[config.mk]
export PLATFORM = sky130hd
export DESIGN_NAME = usart_clkgen
export DESIGN_NICKNAME = d
export VERILOG_FILES = /design/src/rtl/usart_clkgen_pkg.sv /design/src/rtl/usart_cfg_regs.sv /design/src/rtl/usart_prescaler.sv /design/src/rtl/usart_frac_gen.sv /design/src/rtl/usart_baud_div.sv /design/src/rtl/usart_clkgen.sv
export SDC_FILE = /design/constraint.sdc
export NUM_CORES = 1
export LEC_CHECK = 0
export BUFFER_PORTS_ARGS = -buffer_cell sky130_fd_sc_hd__clkbuf_2
export CAP_MARGIN = 40
export CORE_AREA = 2 2 106 108
export CTS_CLUSTER_SIZE = 30
export DETAILED_ROUTE_END_ITERATION = 6
export DIE_AREA = 0 0 108 110
export PLACE_DENSITY = 0.67
export REMOVE_ABC_BUFFERS = 1
export SYNTH_ARGS = -nofsm -noshare
export SYNTH_HDL_FRONTEND = slang
export SYNTH_SLANG_ARGS = --single-unit
export TNS_END_PERCENT = 20
[constraint.sdc]
create_clock -name clk -period 3.6 [get_ports clk]
set_clock_uncertainty 0.05 [all_clocks]
set_input_delay 0.36 -clock clk [delete_from_list [all_inputs] [get_ports clk]]
set_output_delay 0.36 -clock clk [all_outputs]
set_load 0.05 [all_outputs]
[src/rtl/usart_clkgen_pkg.sv]
package usart_clkgen_pkg;
    localparam int ADDR_W  = 12;
    localparam int DATA_W  = 16;
    localparam int PRE_W   = 8;
    localparam int FRAC_W  = 8;
    localparam int BRG_W   = 16;
    localparam int OS_RATE = 16;

    localparam logic [ADDR_W-1:0] OFS_BRG     = 12'h020;
    localparam logic [ADDR_W-1:0] OFS_CLKDIV  = 12'h094;
    localparam logic [ADDR_W-1:0] OFS_FRACSEL = 12'h0F0;
    localparam logic [ADDR_W-1:0] OFS_MULT    = 12'h0F4;

    localparam logic [FRAC_W-1:0] FRAC_ON_CODE = '1;
endpackage

[src/rtl/usart_cfg_regs.sv]
module usart_cfg_regs
    import usart_clkgen_pkg::*;
(
    input  logic              clk,
    input  logic              rst_n,
    input  logic              wr_en,
    input  logic [ADDR_W-1:0] wr_addr,
    input  logic [DATA_W-1:0] wr_data,
    output logic [PRE_W-1:0]  clkdiv_o,
    output logic [FRAC_W-1:0] fracsel_o,
    output logic [FRAC_W-1:0] mult_o,
    output logic [BRG_W-1:0]  brg_o
);
    typedef struct packed {
        logic [PRE_W-1:0]  clkdiv;
        logic [FRAC_W-1:0] fracsel;
        logic [FRAC_W-1:0] mult;
        logic [BRG_W-1:0]  brg;
    } cfg_t;

    cfg_t cfg_d, cfg_q;

    always_comb begin
        cfg_d = cfg_q;
        if (wr_en) begin
            unique case (wr_addr)
                OFS_CLKDIV:  cfg_d.clkdiv  = wr_data[PRE_W-1:0];
                OFS_FRACSEL: cfg_d.fracsel = wr_data[FRAC_W-1:0];
                OFS_MULT:    cfg_d.mult    = wr_data[FRAC_W-1:0];
                OFS_BRG:     cfg_d.brg     = wr_data[BRG_W-1:0];
                default:     cfg_d = cfg_q;
            endcase
        end
    end

    always_ff @(posedge clk) begin
        if (!rst_n) begin
            cfg_q <= '{clkdiv: '0, fracsel: '0, mult: '0, brg: BRG_W'(1)};
        end else begin
            cfg_q <= cfg_d;
        end
    end

    assign clkdiv_o  = cfg_q.clkdiv;
    assign fracsel_o = cfg_q.fracsel;
    assign mult_o    = cfg_q.mult;
    assign brg_o     = cfg_q.brg;

    // a write to an unmapped offset leaves every field unchanged
    a_r10_unmapped_ignored: assert property (@(posedge clk) disable iff (!rst_n)
        (wr_en && wr_addr != OFS_CLKDIV && wr_addr != OFS_FRACSEL &&
         wr_addr != OFS_MULT && wr_addr != OFS_BRG) |=> $stable(cfg_q));
endmodule

[src/rtl/usart_prescaler.sv]
module usart_prescaler
    import usart_clkgen_pkg::*;
(
    input  logic             clk,
    input  logic             rst_n,
    input  logic [PRE_W-1:0] clkdiv,
    output logic             pulse_o
);
    typedef struct packed {
        logic [PRE_W-1:0] cnt;
        logic [PRE_W-1:0] lim;
    } pre_t;

    pre_t pre_d, pre_q;
    logic hit;

    always_comb begin
        pre_d = pre_q;
        hit   = (pre_q.lim != '0) && (pre_q.cnt == pre_q.lim - PRE_W'(1));
        if (pre_q.lim == '0) begin
            pre_d.cnt = '0;
            pre_d.lim = clkdiv;
        end else if (hit) begin
            pre_d.cnt = '0;
            pre_d.lim = clkdiv;
        end else begin
            pre_d.cnt = pre_q.cnt + PRE_W'(1);
        end
    end

    always_ff @(posedge clk) begin
        if (!rst_n) pre_q <= '0;
        else        pre_q <= pre_d;
    end

    assign pulse_o = hit;

    // the count never runs past the active limit
    a_r1_count_in_range: assert property (@(posedge clk) disable iff (!rst_n)
        (pre_q.lim != '0) |-> (pre_q.cnt < pre_q.lim));
    // the limit only changes on the cycle after a reload or while idle
    a_r9_limit_held: assert property (@(posedge clk) disable iff (!rst_n)
        (pre_q.cnt != '0) |-> $stable(pre_q.lim));
endmodule

[src/rtl/usart_frac_gen.sv]
module usart_frac_gen
    import usart_clkgen_pkg::*;
(
    input  logic              clk,
    input  logic              rst_n,
    input  logic              in_pulse,
    input  logic [FRAC_W-1:0] fracsel,
    input  logic [FRAC_W-1:0] mult,
    output logic              out_pulse
);
    typedef struct packed {
        logic [FRAC_W-1:0] acc;
        logic              skip;
        logic              out;
    } frac_t;

    frac_t fr_d, fr_q;
    logic  frac_on;
    logic [FRAC_W:0] sum;

    always_comb begin
        fr_d    = fr_q;
        frac_on = (fracsel == FRAC_ON_CODE);
        sum     = {1'b0, fr_q.acc} + {1'b0, mult};
        fr_d.out = 1'b0;
        if (!frac_on) begin
            fr_d.skip = 1'b0;
            fr_d.out  = in_pulse;
        end else if (in_pulse) begin
            if (fr_q.skip) begin
                fr_d.skip = 1'b0;
            end else begin
                fr_d.out  = 1'b1;
                fr_d.acc  = sum[FRAC_W-1:0];
                fr_d.skip = sum[FRAC_W];
            end
        end
    end

    always_ff @(posedge clk) begin
        if (!rst_n) fr_q <= '0;
        else        fr_q <= fr_d;
    end

    assign out_pulse = fr_q.out;

    // an output enable only follows an input pulse
    a_r3_out_needs_input: assert property (@(posedge clk) disable iff (!rst_n)
        fr_q.out |-> $past(in_pulse));
    // a pending skip swallows the next input pulse
    a_r3_skip_swallows: assert property (@(posedge clk) disable iff (!rst_n)
        (fr_q.skip && in_pulse && frac_on) |=> !fr_q.out);
endmodule

[src/rtl/usart_baud_div.sv]
module usart_baud_div
    import usart_clkgen_pkg::*;
(
    input  logic             clk,
    input  logic             rst_n,
    input  logic             pclk_en,
    input  logic [BRG_W-1:0] brg,
    input  logic             sync_mode,
    output logic             os_tick_o,
    output logic             bit_tick_o,
    output logic             sclk_tick_o
);
    localparam int OS_W = $clog2(OS_RATE);

    typedef struct packed {
        logic [BRG_W-1:0] cnt;
        logic [BRG_W-1:0] lim;
        logic [OS_W-1:0]  oscnt;
        logic             os;
        logic             bt;
        logic             sclk;
    } baud_t;

    baud_t bd_d, bd_q;
    logic  tick;
    logic [BRG_W-1:0] brg_eff;

    always_comb begin
        bd_d    = bd_q;
        brg_eff = (brg == '0) ? BRG_W'(1) : brg;
        tick    = pclk_en && (bd_q.cnt == bd_q.lim - BRG_W'(1));
        if (pclk_en) begin
            if (tick) begin
                bd_d.cnt = '0;
                bd_d.lim = brg_eff;
            end else begin
                bd_d.cnt = bd_q.cnt + BRG_W'(1);
            end
        end
        bd_d.os   = tick && !sync_mode;
        bd_d.sclk = tick && sync_mode;
        bd_d.bt   = tick && !sync_mode && (bd_q.oscnt == OS_W'(OS_RATE - 1));
        if (sync_mode)  bd_d.oscnt = '0;
        else if (tick)  bd_d.oscnt = bd_q.oscnt + OS_W'(1);
    end

    always_ff @(posedge clk) begin
        if (!rst_n) bd_q <= '{cnt: '0, lim: BRG_W'(1), oscnt: '0, os: 1'b0, bt: 1'b0, sclk: 1'b0};
        else        bd_q <= bd_d;
    end

    assign os_tick_o   = bd_q.os;
    assign bit_tick_o  = bd_q.bt;
    assign sclk_tick_o = bd_q.sclk;

    // the active limit is never zero
    a_r8_limit_nonzero: assert property (@(posedge clk) disable iff (!rst_n)
        bd_q.lim != '0);
    // the count stays below the active limit
    a_r5_count_in_range: assert property (@(posedge clk) disable iff (!rst_n)
        bd_q.cnt < bd_q.lim);
    // a bit tick always coincides with an oversample tick
    a_r6_bit_on_os: assert property (@(posedge clk) disable iff (!rst_n)
        bd_q.bt |-> bd_q.os);
    // serial clock ticks only follow a cycle in synchronous mode
    a_r7_sclk_mode: assert property (@(posedge clk) disable iff (!rst_n)
        bd_q.sclk |-> $past(sync_mode));
    // oversample ticks only follow a peripheral enable
    a_r5_os_needs_pclk: assert property (@(posedge clk) disable iff (!rst_n)
        bd_q.os |-> $past(pclk_en));
endmodule

[src/rtl/usart_clkgen.sv]
module usart_clkgen
    import usart_clkgen_pkg::*;
(
    input  logic        clk,
    input  logic        rst_n,
    input  logic        wr_en,
    input  logic [11:0] wr_addr,
    input  logic [15:0] wr_data,
    input  logic        sync_mode,
    output logic        pclk_en,
    output logic        os_tick,
    output logic        bit_tick,
    output logic        sclk_tick
);
    logic [PRE_W-1:0]  clkdiv;
    logic [FRAC_W-1:0] fracsel;
    logic [FRAC_W-1:0] mult;
    logic [BRG_W-1:0]  brg;
    logic              pre_pulse;

    usart_cfg_regs u_regs (
        .clk, .rst_n, .wr_en, .wr_addr, .wr_data,
        .clkdiv_o(clkdiv), .fracsel_o(fracsel), .mult_o(mult), .brg_o(brg)
    );

    usart_prescaler u_pre (
        .clk, .rst_n, .clkdiv(clkdiv), .pulse_o(pre_pulse)
    );

    usart_frac_gen u_frac (
        .clk, .rst_n, .in_pulse(pre_pulse), .fracsel(fracsel), .mult(mult),
        .out_pulse(pclk_en)
    );

    usart_baud_div u_baud (
        .clk, .rst_n, .pclk_en(pclk_en), .brg(brg), .sync_mode(sync_mode),
        .os_tick_o(os_tick), .bit_tick_o(bit_tick), .sclk_tick_o(sclk_tick)
    );

    // with the divider at zero for two cycles running and no pulse pending, no enable follows
    a_r2_zero_stops: assert property (@(posedge clk) disable iff (!rst_n)
        (clkdiv == '0 && $past(clkdiv) == '0 && !pre_pulse && !$past(pre_pulse)) |=> !pclk_en);
    // the two mode outputs never fire together
    a_r7_modes_exclusive: assert property (@(posedge clk) disable iff (!rst_n)
        !(os_tick && sclk_tick));
endmodule

==> results.json <==
{
  "cts_resized": 0,
  "worstReg2RegStart": "u_baud.bd_q[7]",
  "ys_seq_elements": 105,
  "worst_skew_pair_latency_ps": 370,
  "final_antenna_net_count": 0,
  "cts_setup_buffers": 0,
  "final_cells": 790,
  "dp.cells": 774,
  "yosys-mux-area-fraction_pct": 9.54,
  "synth_top_cells_by_count": "dfxtp_1 (105), nand2_1 (91), mux2i_1 (48)",
  "postSynth.topFlopCell": "dfxtp_1",
  "pwr_density_cell_nw_per_um2": 330,
  "drt_first_iter_violations": 204,
  "finalWorstPathRequiredPeriod_ps": 3320,
  "number_of_global_route_vias_before_repair": 4087,
  "worstMarginPinSlew_ps": 881,
  "initial_standard_cell_utilization_of_the_core_pct": 49.3,
  "dieArea_um2": 11900,
  "dieHeight_um": 110,
  "grt_antenna_before_repair": 0,
  "finalCritPeriodShare_pct": 92.1,
  "fin_total_pwr_mw": 1.89,
  "clk_root_buffer_cell": "clkbuf_8",
  "avgViaCountPerCell": 5.58,
  "setup.worst_path.end": "u_baud.bd_q[4]",
  "hpwl_um": 8200,
  "timing.reg2reg.setup_slack_ps": 280,
  "drtPass1Iterations": 4,
  "detail_route.wl_per_cell_um": 14.2,
  "layout.core_utilization_pct": 53.5,
  "synth_adder_area_share_pct": 3.47,
  "worst_case_reg_to_reg_path_depth": 9,
  "die_x_um": 108,
  "cts_buffers": 9,
  "hold_violations": 0,
  "layout-drive-gt1-share_pct": 10.6,
  "worst-endpoint-required_ps": 3850,
  "cts_tree": "yes",
  "synth_simple_gate_area_share_pct": 26.8,
  "grt_first_pass_wirelength_um": 19000,
  "clock_sinks": 105,
  "report.final.slew_viol_count": 0,
  "rows": 38,
  "syn-mean-instance-area_um2": 8.50,
  "path_clk_slew_ps": 100,
  "cap_violations": 0,
  "routability_cong": 0.881,
  "setup.worst_path.end_class": "register",
  "ys_top_cells_by_area": "dfxtp_1 (40%), mux2i_1 (9.1%), nand2_1 (6.5%), xor2_1 (4.7%), nor2_1 (3.3%)",
  "grt_setup_unrepaired": "false",
  "synth-edff-count": 0,
  "synthMostInstantiatedCell": "dfxtp_1",
  "ys_seq_area_share_pct": 39.9,
  "maximum_fanout_along_the_worst_path": 22,
  "area_growth_syn_to_layout_pct": 8.69,
  "async_reset_ff_share_pct": 0,
  "detail_route.wirelength_um": 11200,
  "via_count": 4407,
  "post_synth_xor_area_fraction_pct": 7.98,
  "slew_headroom_pct": 41.0,
  "worst_hold_slack_ps": 150,
  "synthDominantCellAreaShare_pct": 39.9,
  "peakVddDrop_v": 0.000217,
  "synthesis.area_um2": 5270,
  "antenna-diode-count": 0,
  "power.leakage_nw": 2.24,
  "post-route-worst-setup-slack_ps": 283,
  "clock_path_buffers": 2,
  "grt_start_max_net_pins": 43,
  "post_synth_inst_count": 620,
  "timing.critical_path.arrival_ps": 3570,
  "start_kind": "register",
  "maxClockFrequency_mhz": 301,
  "synth_compound_area_share_pct": 9.07,
  "rr_endpoint": "u_baud.bd_q[4]",
  "htree_num_levels": 3,
  "core_area_um2": 10700,
  "critPathKind": "reg -> reg",
  "setup-violations-final": 0,
  "min_path_type": "in -> reg",
  "cts_hold_buffers": 0,
  "dp_worst_setup_slack_ps": 221,
  "outcome": "completed",
  "synth_top_family_by_area": "simple AND/OR/NAND/NOR gates",
  "globalRoute.totalOverflow": 0,
  "synth_largest_area_cell": "dfxtp_1",
  "nets": 691,
  "yosys_warnings": 0,
  "io_buffers": 35,
  "yosys.cell_types.count": 54,
  "track_usage_pct": 20.0,
  "startpoint": "u_baud.bd_q[7]",
  "top_level_ports": 36,
  "drc_errors": 0
}
==> layout by cell type (no fill, tap or decap), drive strengths merged, types with 12 or more instances in the layout <==
cell / instances
a21oi: 31
clkbuf: 44
dfxtp: 105
ha: 13
inv: 16
mux2i: 48
nand2: 91
nand3: 32
nand4: 15
nor2: 47
nor3: 26
nor4: 12
o21ai: 24
xnor2: 20
xor2: 28
==> registers in the layout, indices dropped and copies added, names as in the netlist <==
register / count
u_frac.out_pulse: 1
u_regs.clkdiv_o: 8
u_regs.fracsel_o: 8
u_baud.bd_q: 36
u_pre.pre_q: 16
u_regs.mult_o: 8
u_baud.bit_tick_o: 1
u_frac.fr_q: 9
u_regs.brg_o: 16
u_baud.sclk_tick_o: 1
u_baud.os_tick_o: 1
==> worst min path at each step <==
stage               cells past startpoint           endpoint  slack [ps]          startpoint
finish                                  3   u_regs.brg_o[12]         150         wr_data[12]
global route                            3   u_regs.brg_o[11]         140         wr_data[11]
CTS                                     3   u_regs.brg_o[14]         140         wr_data[14]
detailed placement                      2     u_pre.pre_q[1]         400  u_regs.clkdiv_o[1]
global placement                        2  u_baud.bit_tick_o         400      u_baud.bd_q[6]
floorplan                               1    u_regs.brg_o[0]         380               rst_n
==> kinds of logic after synthesis <==
| kind of cell | Yosys count |
|---|---|
| fa+ha+maj | 14 |
| buf+inv | 41 |
| mux | 50 |
| flops | 105 |
| xor+xnor | 48 |
| simple gates | 283 |
| compound gates | 79 |
==> area by class of cell <==
cell class / instances / area [um2]
tap: 140 / 175
clock inverter: 7 / 51.3
multi-input combinational: 474 / 3000
timing repair buffer: 42 / 231
fill: 990 / 4970
clock buffer: 9 / 124
sequential: 105 / 2100
inverter: 13 / 48.8
==> power by group <==
group | leakage, nW | switching [mW] | internal (mW)
Clock | 0.0864 | 0.420 | 0.257
Combinational | 1.31 | 0.0373 | 0.0174
Sequential | 0.845 | 0.0000488 | 1.16
==> worst max-delay path, cell delays in order (launching register included) <==
cell and delay, ps:
dfxtp_1 350, inv_1 90, ha_1 210, or4b_1 560
or4b_1 530, and3_1 180, o31a_1 350, nor4_4 420
buf_6 280, mux2i_1 210
==> stage by stage <==
stage / instance area (um2) / TNS (ps)
after floorplan: 5150 / -7090
after global placement: 5550 / 0
after detailed placement: 5550 / 0
after CTS: 5720 / 0
after global routing: 5730 / 0
final: 5730 / 0
==> per-layer routing <==
metal / global-route usage, % / vias to the layer above / routed length [um]
met5: 0 / - / 0
met4: 8.88 / 0 / 234
met3: 3.94 / 20 / 430
met2: 30.7 / 88 / 4940
met1: 27.4 / 2053 / 5630
li1: - / 2246 / -
(Power assumes the default switching activity.)
